`config.mk`:
```
export PLATFORM = sky130hd
export DESIGN_NAME = lcd_dotclk_gen
export DESIGN_NICKNAME = d
export VERILOG_FILES = /design/src/rtl/lcd_dotclk_pkg.sv /design/src/rtl/lcd_dotclk_div.sv /design/src/rtl/lcd_dotclk_out.sv /design/src/rtl/lcd_dotclk_gen.sv
export SDC_FILE = /design/constraint.sdc
export NUM_CORES = 1
export LEC_CHECK = 0
export BUFFER_PORTS_ARGS = -buffer_cell sky130_fd_sc_hd__buf_2
export CAP_MARGIN = 20
export CORE_MARGIN = 2
export CORE_UTILIZATION = 45
export CTS_BUF_LIST = sky130_fd_sc_hd__clkbuf_4 sky130_fd_sc_hd__clkbuf_8 sky130_fd_sc_hd__clkbuf_16
export DETAILED_ROUTE_END_ITERATION = 7
export GPL_ROUTABILITY_DRIVEN = 0
export HOLD_SLACK_MARGIN = 0.05
export PLACE_DENSITY_LB_ADDON = 0.2
export SLEW_MARGIN = 20
export SYNTH_ARGS = -nofsm -noshare
export SYNTH_HDL_FRONTEND = slang
export SYNTH_SLANG_ARGS = --single-unit
export TNS_END_PERCENT = 5
```
`constraint.sdc`:
```
create_clock -name clk -period 6.01 [get_ports clk]
set_input_delay 1.202 -clock clk [delete_from_list [all_inputs] [get_ports clk]]
set_output_delay 1.202 -clock clk [all_outputs]
set_load 0.02 [all_outputs]
```
`src/rtl/lcd_dotclk_pkg.sv`:
```
package lcd_dotclk_pkg;
  typedef enum logic {
    MODE_ALWAYS = 1'b0,
    MODE_GATED  = 1'b1
  } clk_mode_e;

  typedef enum logic {
    EDGE_FALL = 1'b0,
    EDGE_RISE = 1'b1
  } launch_edge_e;
endpackage

```
`src/rtl/lcd_dotclk_div.sv`:
```
module lcd_dotclk_div
  import lcd_dotclk_pkg::*;
#(
  parameter int DIV_W = 8
) (
  input  logic             clk,
  input  logic             rst,
  input  logic [DIV_W-1:0] div_val,
  input  logic             bypass,
  input  logic             launch_rise,
  input  logic             run,
  input  logic             gated,
  input  logic             active,
  output logic             ph_o,
  output logic             upd_o,
  output logic             byp_o
);
  localparam logic [DIV_W-1:0] ONE = DIV_W'(1);

  logic [DIV_W-1:0] cnt_q, cur_div_q, eff_div, cnt_nxt, div_nxt;
  logic             ph_q, upd_q, byp_q, fresh_q;
  logic             byp_now, go, term, ph_nxt, term_nxt, want_ph;

  always_comb begin
    byp_now  = bypass || (div_val == '0);
    go       = run && !byp_now;
    eff_div  = fresh_q ? div_val : cur_div_q;
    term     = (cnt_q == eff_div - ONE);
    cnt_nxt  = term ? '0 : cnt_q + ONE;
    ph_nxt   = term ? ~ph_q : ph_q;
    div_nxt  = (term && !ph_q) ? div_val : eff_div;
    term_nxt = (cnt_nxt == div_nxt - ONE);
    want_ph  = (launch_rise == EDGE_RISE) ? 1'b0 : 1'b1;
  end

  always_ff @(posedge clk) begin
    if (rst) begin
      cnt_q     <= '0;
      cur_div_q <= ONE;
      ph_q      <= 1'b0;
      upd_q     <= 1'b0;
      byp_q     <= 1'b0;
      fresh_q   <= 1'b1;
    end else begin
      byp_q <= byp_now;
      if (!go) begin
        cnt_q   <= '0;
        ph_q    <= 1'b0;
        fresh_q <= 1'b1;
        upd_q   <= byp_now && run;
      end else begin
        cnt_q     <= cnt_nxt;
        ph_q      <= ph_nxt;
        cur_div_q <= div_nxt;
        fresh_q   <= 1'b0;
        upd_q     <= term_nxt && (ph_nxt == want_ph);
      end
    end
  end

  assign ph_o  = ph_q;
  assign upd_o = upd_q;
  assign byp_o = byp_q;


  cnt_bound_chk: assert property (@(posedge clk) disable iff (rst)
    !fresh_q |-> (cnt_q < cur_div_q));


  upd_edge_chk: assert property (@(posedge clk) disable iff (rst)
    (upd_q && !byp_q && go) |=> (ph_q != $past(ph_q)));


  gated_low_chk: assert property (@(posedge clk) disable iff (rst)
    (gated && !active) |=> (!ph_q && !upd_q));


  div_hold_chk: assert property (@(posedge clk) disable iff (rst)
    (go && !fresh_q && !(term && !ph_q)) |=> (cur_div_q == $past(cur_div_q)));


  reset_idle_chk: assert property (@(posedge clk)
    rst |=> (!ph_q && !upd_q));
endmodule

```
`src/rtl/lcd_dotclk_out.sv`:
```
module lcd_dotclk_out (
  input  logic clk,
  input  logic rst,
  input  logic byp,
  input  logic run,
  input  logic ph,
  output logic dot_clk
);
  logic gate_n;

  // enable updated while the core clock is low, so the AND cannot glitch
  always_ff @(negedge clk) begin
    if (rst) gate_n <= 1'b0;
    else     gate_n <= run;
  end

  assign dot_clk = byp ? (clk & gate_n) : ph;
endmodule

```
`src/rtl/lcd_dotclk_gen.sv`:
```
module lcd_dotclk_gen
  import lcd_dotclk_pkg::*;
#(
  parameter int DIV_W = 8
) (
  input  logic             clk,
  input  logic             rst,
  input  logic [DIV_W-1:0] div_val,
  input  logic             bypass,
  input  logic             launch_rise,
  input  logic             clk_gated,
  input  logic             disp_active,
  output logic             dot_clk,
  output logic             upd_en
);
  logic run, ph, byp;

  assign run = (clk_gated == MODE_GATED) ? disp_active : 1'b1;

  lcd_dotclk_div #(.DIV_W(DIV_W)) div_i (
    .clk        (clk),
    .rst        (rst),
    .div_val    (div_val),
    .bypass     (bypass),
    .launch_rise(launch_rise),
    .run        (run),
    .gated      (clk_gated),
    .active     (disp_active),
    .ph_o       (ph),
    .upd_o      (upd_en),
    .byp_o      (byp)
  );

  lcd_dotclk_out out_i (
    .clk    (clk),
    .rst    (rst),
    .byp    (byp),
    .run    (run),
    .ph     (ph),
    .dot_clk(dot_clk)
  );
endmodule

```
* After elaboration in Yosys (flattened, before gate mapping)
Index checks and enable logic that the tools add are counted.
** Operators by class
- $add $sub $neg :: 3
- Eq/ne operators :: 3
- Muxes and demuxes :: 9
- Bitwise logic cells :: 3
- Reductions and logical operators :: 9
** Operators with widths (count)
- $mux 8 :: 3
- $eq 8x8->1 :: 2
- $sub 8x1->8 const B :: 2
- $add 8x1->8 const B :: 1
- $logic_not 8->1 :: 1
- $mux 1 :: 6
- $logic_and 1x1->1 :: 4
- $logic_not 1->1 :: 2
- $not 1->1 :: 2
- $reduce_or 2->1 :: 1
- $and 1x1->1 :: 1
- $eq 1x1->1 :: 1
- $logic_or 1x1->1 :: 1
** Word-level totals
- Bits in registers :: 21
- Bits of input ports :: 14
- Output and inout bits :: 2
- Word-level logic and storage cells :: 34

* Depth between registers and ports, before layout
- Depth after elaboration :: 9
- Gate-level depth with buffers :: 22
- Gate-level depth less buffers :: 19

* Modules after synthesis
From an unflattened synthesis, not the netlist that was laid out.
** Unflattened totals
- Cell total of the unflattened synthesis :: 196
- Area, all modules :: 1696.6 um^2
** By module, submodules not included
- lcd_dotclk_div :: instances 1, cells an instance 189, area each 1646.6 um^2, sequential area each 400.4 um^2
- lcd_dotclk_out :: instances 1, cells an instance 6, area each 43.8 um^2, sequential area each 20.0 um^2
- lcd_dotclk_gen :: instances 1, cells an instance 1, area each 6.3 um^2, sequential area each 0.0 um^2

==> run summary <==
Placed Cells = 242
Setup WS pre-CTS = 617 ps
Die W = 64.5 um
Worst hold path class = reg -> reg
Hold Crit Depth = 1
FF-to-FF path depth = 19
Post-synth EDFFs = 0
Clock Skews = 6.21 ps
Max cap viols = 0
Clk_lat worst skew = 420 ps
DP Wirelength = 3.08 mm
First-pass GRT wire length = 6.53 mm
Antenna Violating Nets Remaining = 0
Post-Syn Area = 1650 sq um
Die height = 64.5 um
Post-Layout Inst Area = 1800 sq um
Yosys top cell area share = 25.5%
Non-Filler Instances = 249
CP arrival = 4120 ps
Type of the worst setup path = reg -> out
Max IR drop VDD = 0.104 mV
Placed cell area = 1750 sq um
Post-synth ARST share = 0%
Final setup vio count = 0
Post-Synthesis Cells = 185
Element type at the critical path end = output port
Hold-fix buffers, CTS = 0
Internal reg-to-reg setup slack = 1010 ps
Status = finished clean
Starting DRT DRC Count = 118
CTS tree = done
Final WL = 3.89 mm
# DRC = 0
Top Ports = 16
Area Overhead vs Synth = 9.19%
Total grt overflow = 0
Antenna Cells = 0
Slew Limit Headroom = 49.2%
Worst flop-to-flop path endpoint = div_i.upd_o
Seq/Total Area, Yosys = 25.5%
Pwr Density = 191 nW/um^2
Final Hold Violating Endpoints = 0
Total number of yosys warnings = 0
Number of antenna violations at the first check in global routing = 0
Max-slew violations = 0
Final setup TNS = 0 ps
Post-CTS Setup Bufs = 0
Worst hold start = div_i.cur_div_q[7]
Worst-Margin Slew = 761 ps
Netlist cell types = 50
Worst setup margin = 683 ps
Largest net degree at the start of global routing = 17
Syn Nets = 203
Nets = 222
Syn_area_per_cell = 8.90 sq um
Leakage = 0.765 nW
DR vias = 1422
Synthesis-stage register bit count = 21
Vias/cell = 5.71
Reg2Reg Launch Point = div_i.fresh_q
Largest area contributor in the netlist = dfxtp_1
GRT Resource Usage Total = 20.3%
RSZ-0062 raised after global routing = no
Row Count = 21
Share of cells above drive strength 1 = 15.8%
Synth area leaders = dfxtp_1 (26%), mux2i_1 (9.1%), xor2_1 (6.4%), xnor2_1 (5.9%), nor2_1 (5.7%)
Die area = 4160 sq um
Worst setup SP type = flip-flop
Most used DFF post-synth = dfxtp_1
DRT Pass-1 Iters = 4
Hold path endpoint = div_i.cur_div_q[7]
CP required = 4810 ps
IO buf count = 15
Worst-path clk slew = 120 ps
Number of global-route vias before repair = 1405
CORE AREA = 3420 sq um
CTS resizes = 0
Avg WL per Cell = 15.6 um
Worst Path Max Fanout = 1
Starting Density = 48.2%
==> cell usage in the layout, fill, tap and decap left out, types with 2 or more instances in the layout <==
master / count
xnor2_1: 11
nand4_1: 2
nor2_1: 25
a22o_1: 6
clkbuf_4: 6
xnor3_1: 2
xor2_1: 12
nor3b_1: 4
or4_1: 2
ha_1: 4
mux2i_1: 15
dfxtp_1: 21
nor2b_1: 5
nand3_1: 6
mux2_2: 3
o31a_1: 3
inv_1: 8
nor4b_1: 3
nor4_1: 2
and2_1: 3
a31oi_1: 3
o21ai_0: 3
nand2_1: 9
a21oi_1: 2
and3_1: 2
buf_2: 15
nor3_1: 3
==> synthesized netlist by cell type (2+ instances only) <==
cell / instances
nor2_1: 25
dfxtp_1: 21
mux2i_1: 15
xor2_1: 12
xnor2_1: 11
nand2_1: 9
inv_1: 8
a22o_1: 6
nand3_1: 6
nor2b_1: 5
ha_1: 4
nor3b_1: 4
a31oi_1: 3
and2_1: 3
mux2_2: 3
nor3_1: 3
nor4b_1: 3
o21ai_0: 3
o31a_1: 3
a21oi_1: 2
and3_1: 2
buf_6: 2
nand4_1: 2
nor4_1: 2
or4_1: 2
xnor3_1: 2
==> sequential cells by signal, summed over array words and instances (netlist names) <==
signal	cells
div_i.ph_o	1
div_i.fresh_q	1
div_i.byp_o	1
out_i.gate_n	1
div_i.cnt_q	8
div_i.cur_div_q	8
div_i.upd_o	1
==> stage by stage <==
stage	hold slack, ps	util [%]	power [mW]
2_1_floorplan	463	-	0.223
3_3_place_gp	490	51.2	0.242
3_5_place_dp	515	51.2	0.244
4_1_cts	549	52.6	0.345
5_1_grt	568	52.6	0.365
6_report	539	52.6	0.343
==> cell type report <==
cell class              count  area [sq um]
flip-flops and latches     21           420
well taps                  46          57.6
repair buffers             15          77.6
fillers                   334          1620
inverters                   7          26.3
multi-input cells         151          1160
clock inverters             2          8.76
clock buffers               7          50.0
==> report_power, final <==
| group | switching, mW | internal [mW] | leakage (nW) |
|---|---|---|---|
| clock network | 0.0567 | 0.0487 | 0.0450 |
| registers | 0.00925 | 0.145 | 0.172 |
| logic | 0.0454 | 0.0384 | 0.548 |
==> worst max-delay path by stage <==
stage                 start           to  slack (ps)  cells past startpoint
4_1_cts        out_i.gate_n      dot_clk         680                      3
3_3_place_gp     div_val[0]  div_i.upd_o         790                     20
5_1_grt        out_i.gate_n      dot_clk         580                      3
3_5_place_dp     div_val[0]  div_i.upd_o         620                     20
2_1_floorplan    div_val[2]  div_i.upd_o        1140                     18
6_report       out_i.gate_n      dot_clk         680                      3
==> logic make-up (layout without fill, tap and decap cells) <==
| logic type | count (synthesis) | count (layout) | share of synthesized area, % |
|---|---|---|---|
| buf+inv | 13 | 31 | 4.18 |
| fa+ha+maj | 4 | 4 | 3.04 |
| compound gates | 28 | 28 | 14.7 |
| xor+xnor | 25 | 25 | 15.0 |
| mux | 18 | 18 | 11.2 |
| flops | 21 | 21 | 25.5 |
| simple gates | 76 | 76 | 26.4 |
==> critical path, cell delays in order (launching register included) <==
cell and delay (ps):
dfxtp_1 310, nand3_1 60, o21ai_0 80, buf_2 190
==> per-layer routing <==
layer  GRT usage [%]  wire (um)  up-vias  part of all wire [%]
met2            31.9       1820       28                    47
met1            27.2       1910      678                    49
met5               0          0        -                     0
met4            7.18         36        0                  0.93
li1                -          -      711                     -
met3            4.86        119        5                   3.1
No activity file was read; power rests on OpenSTA's default activity.
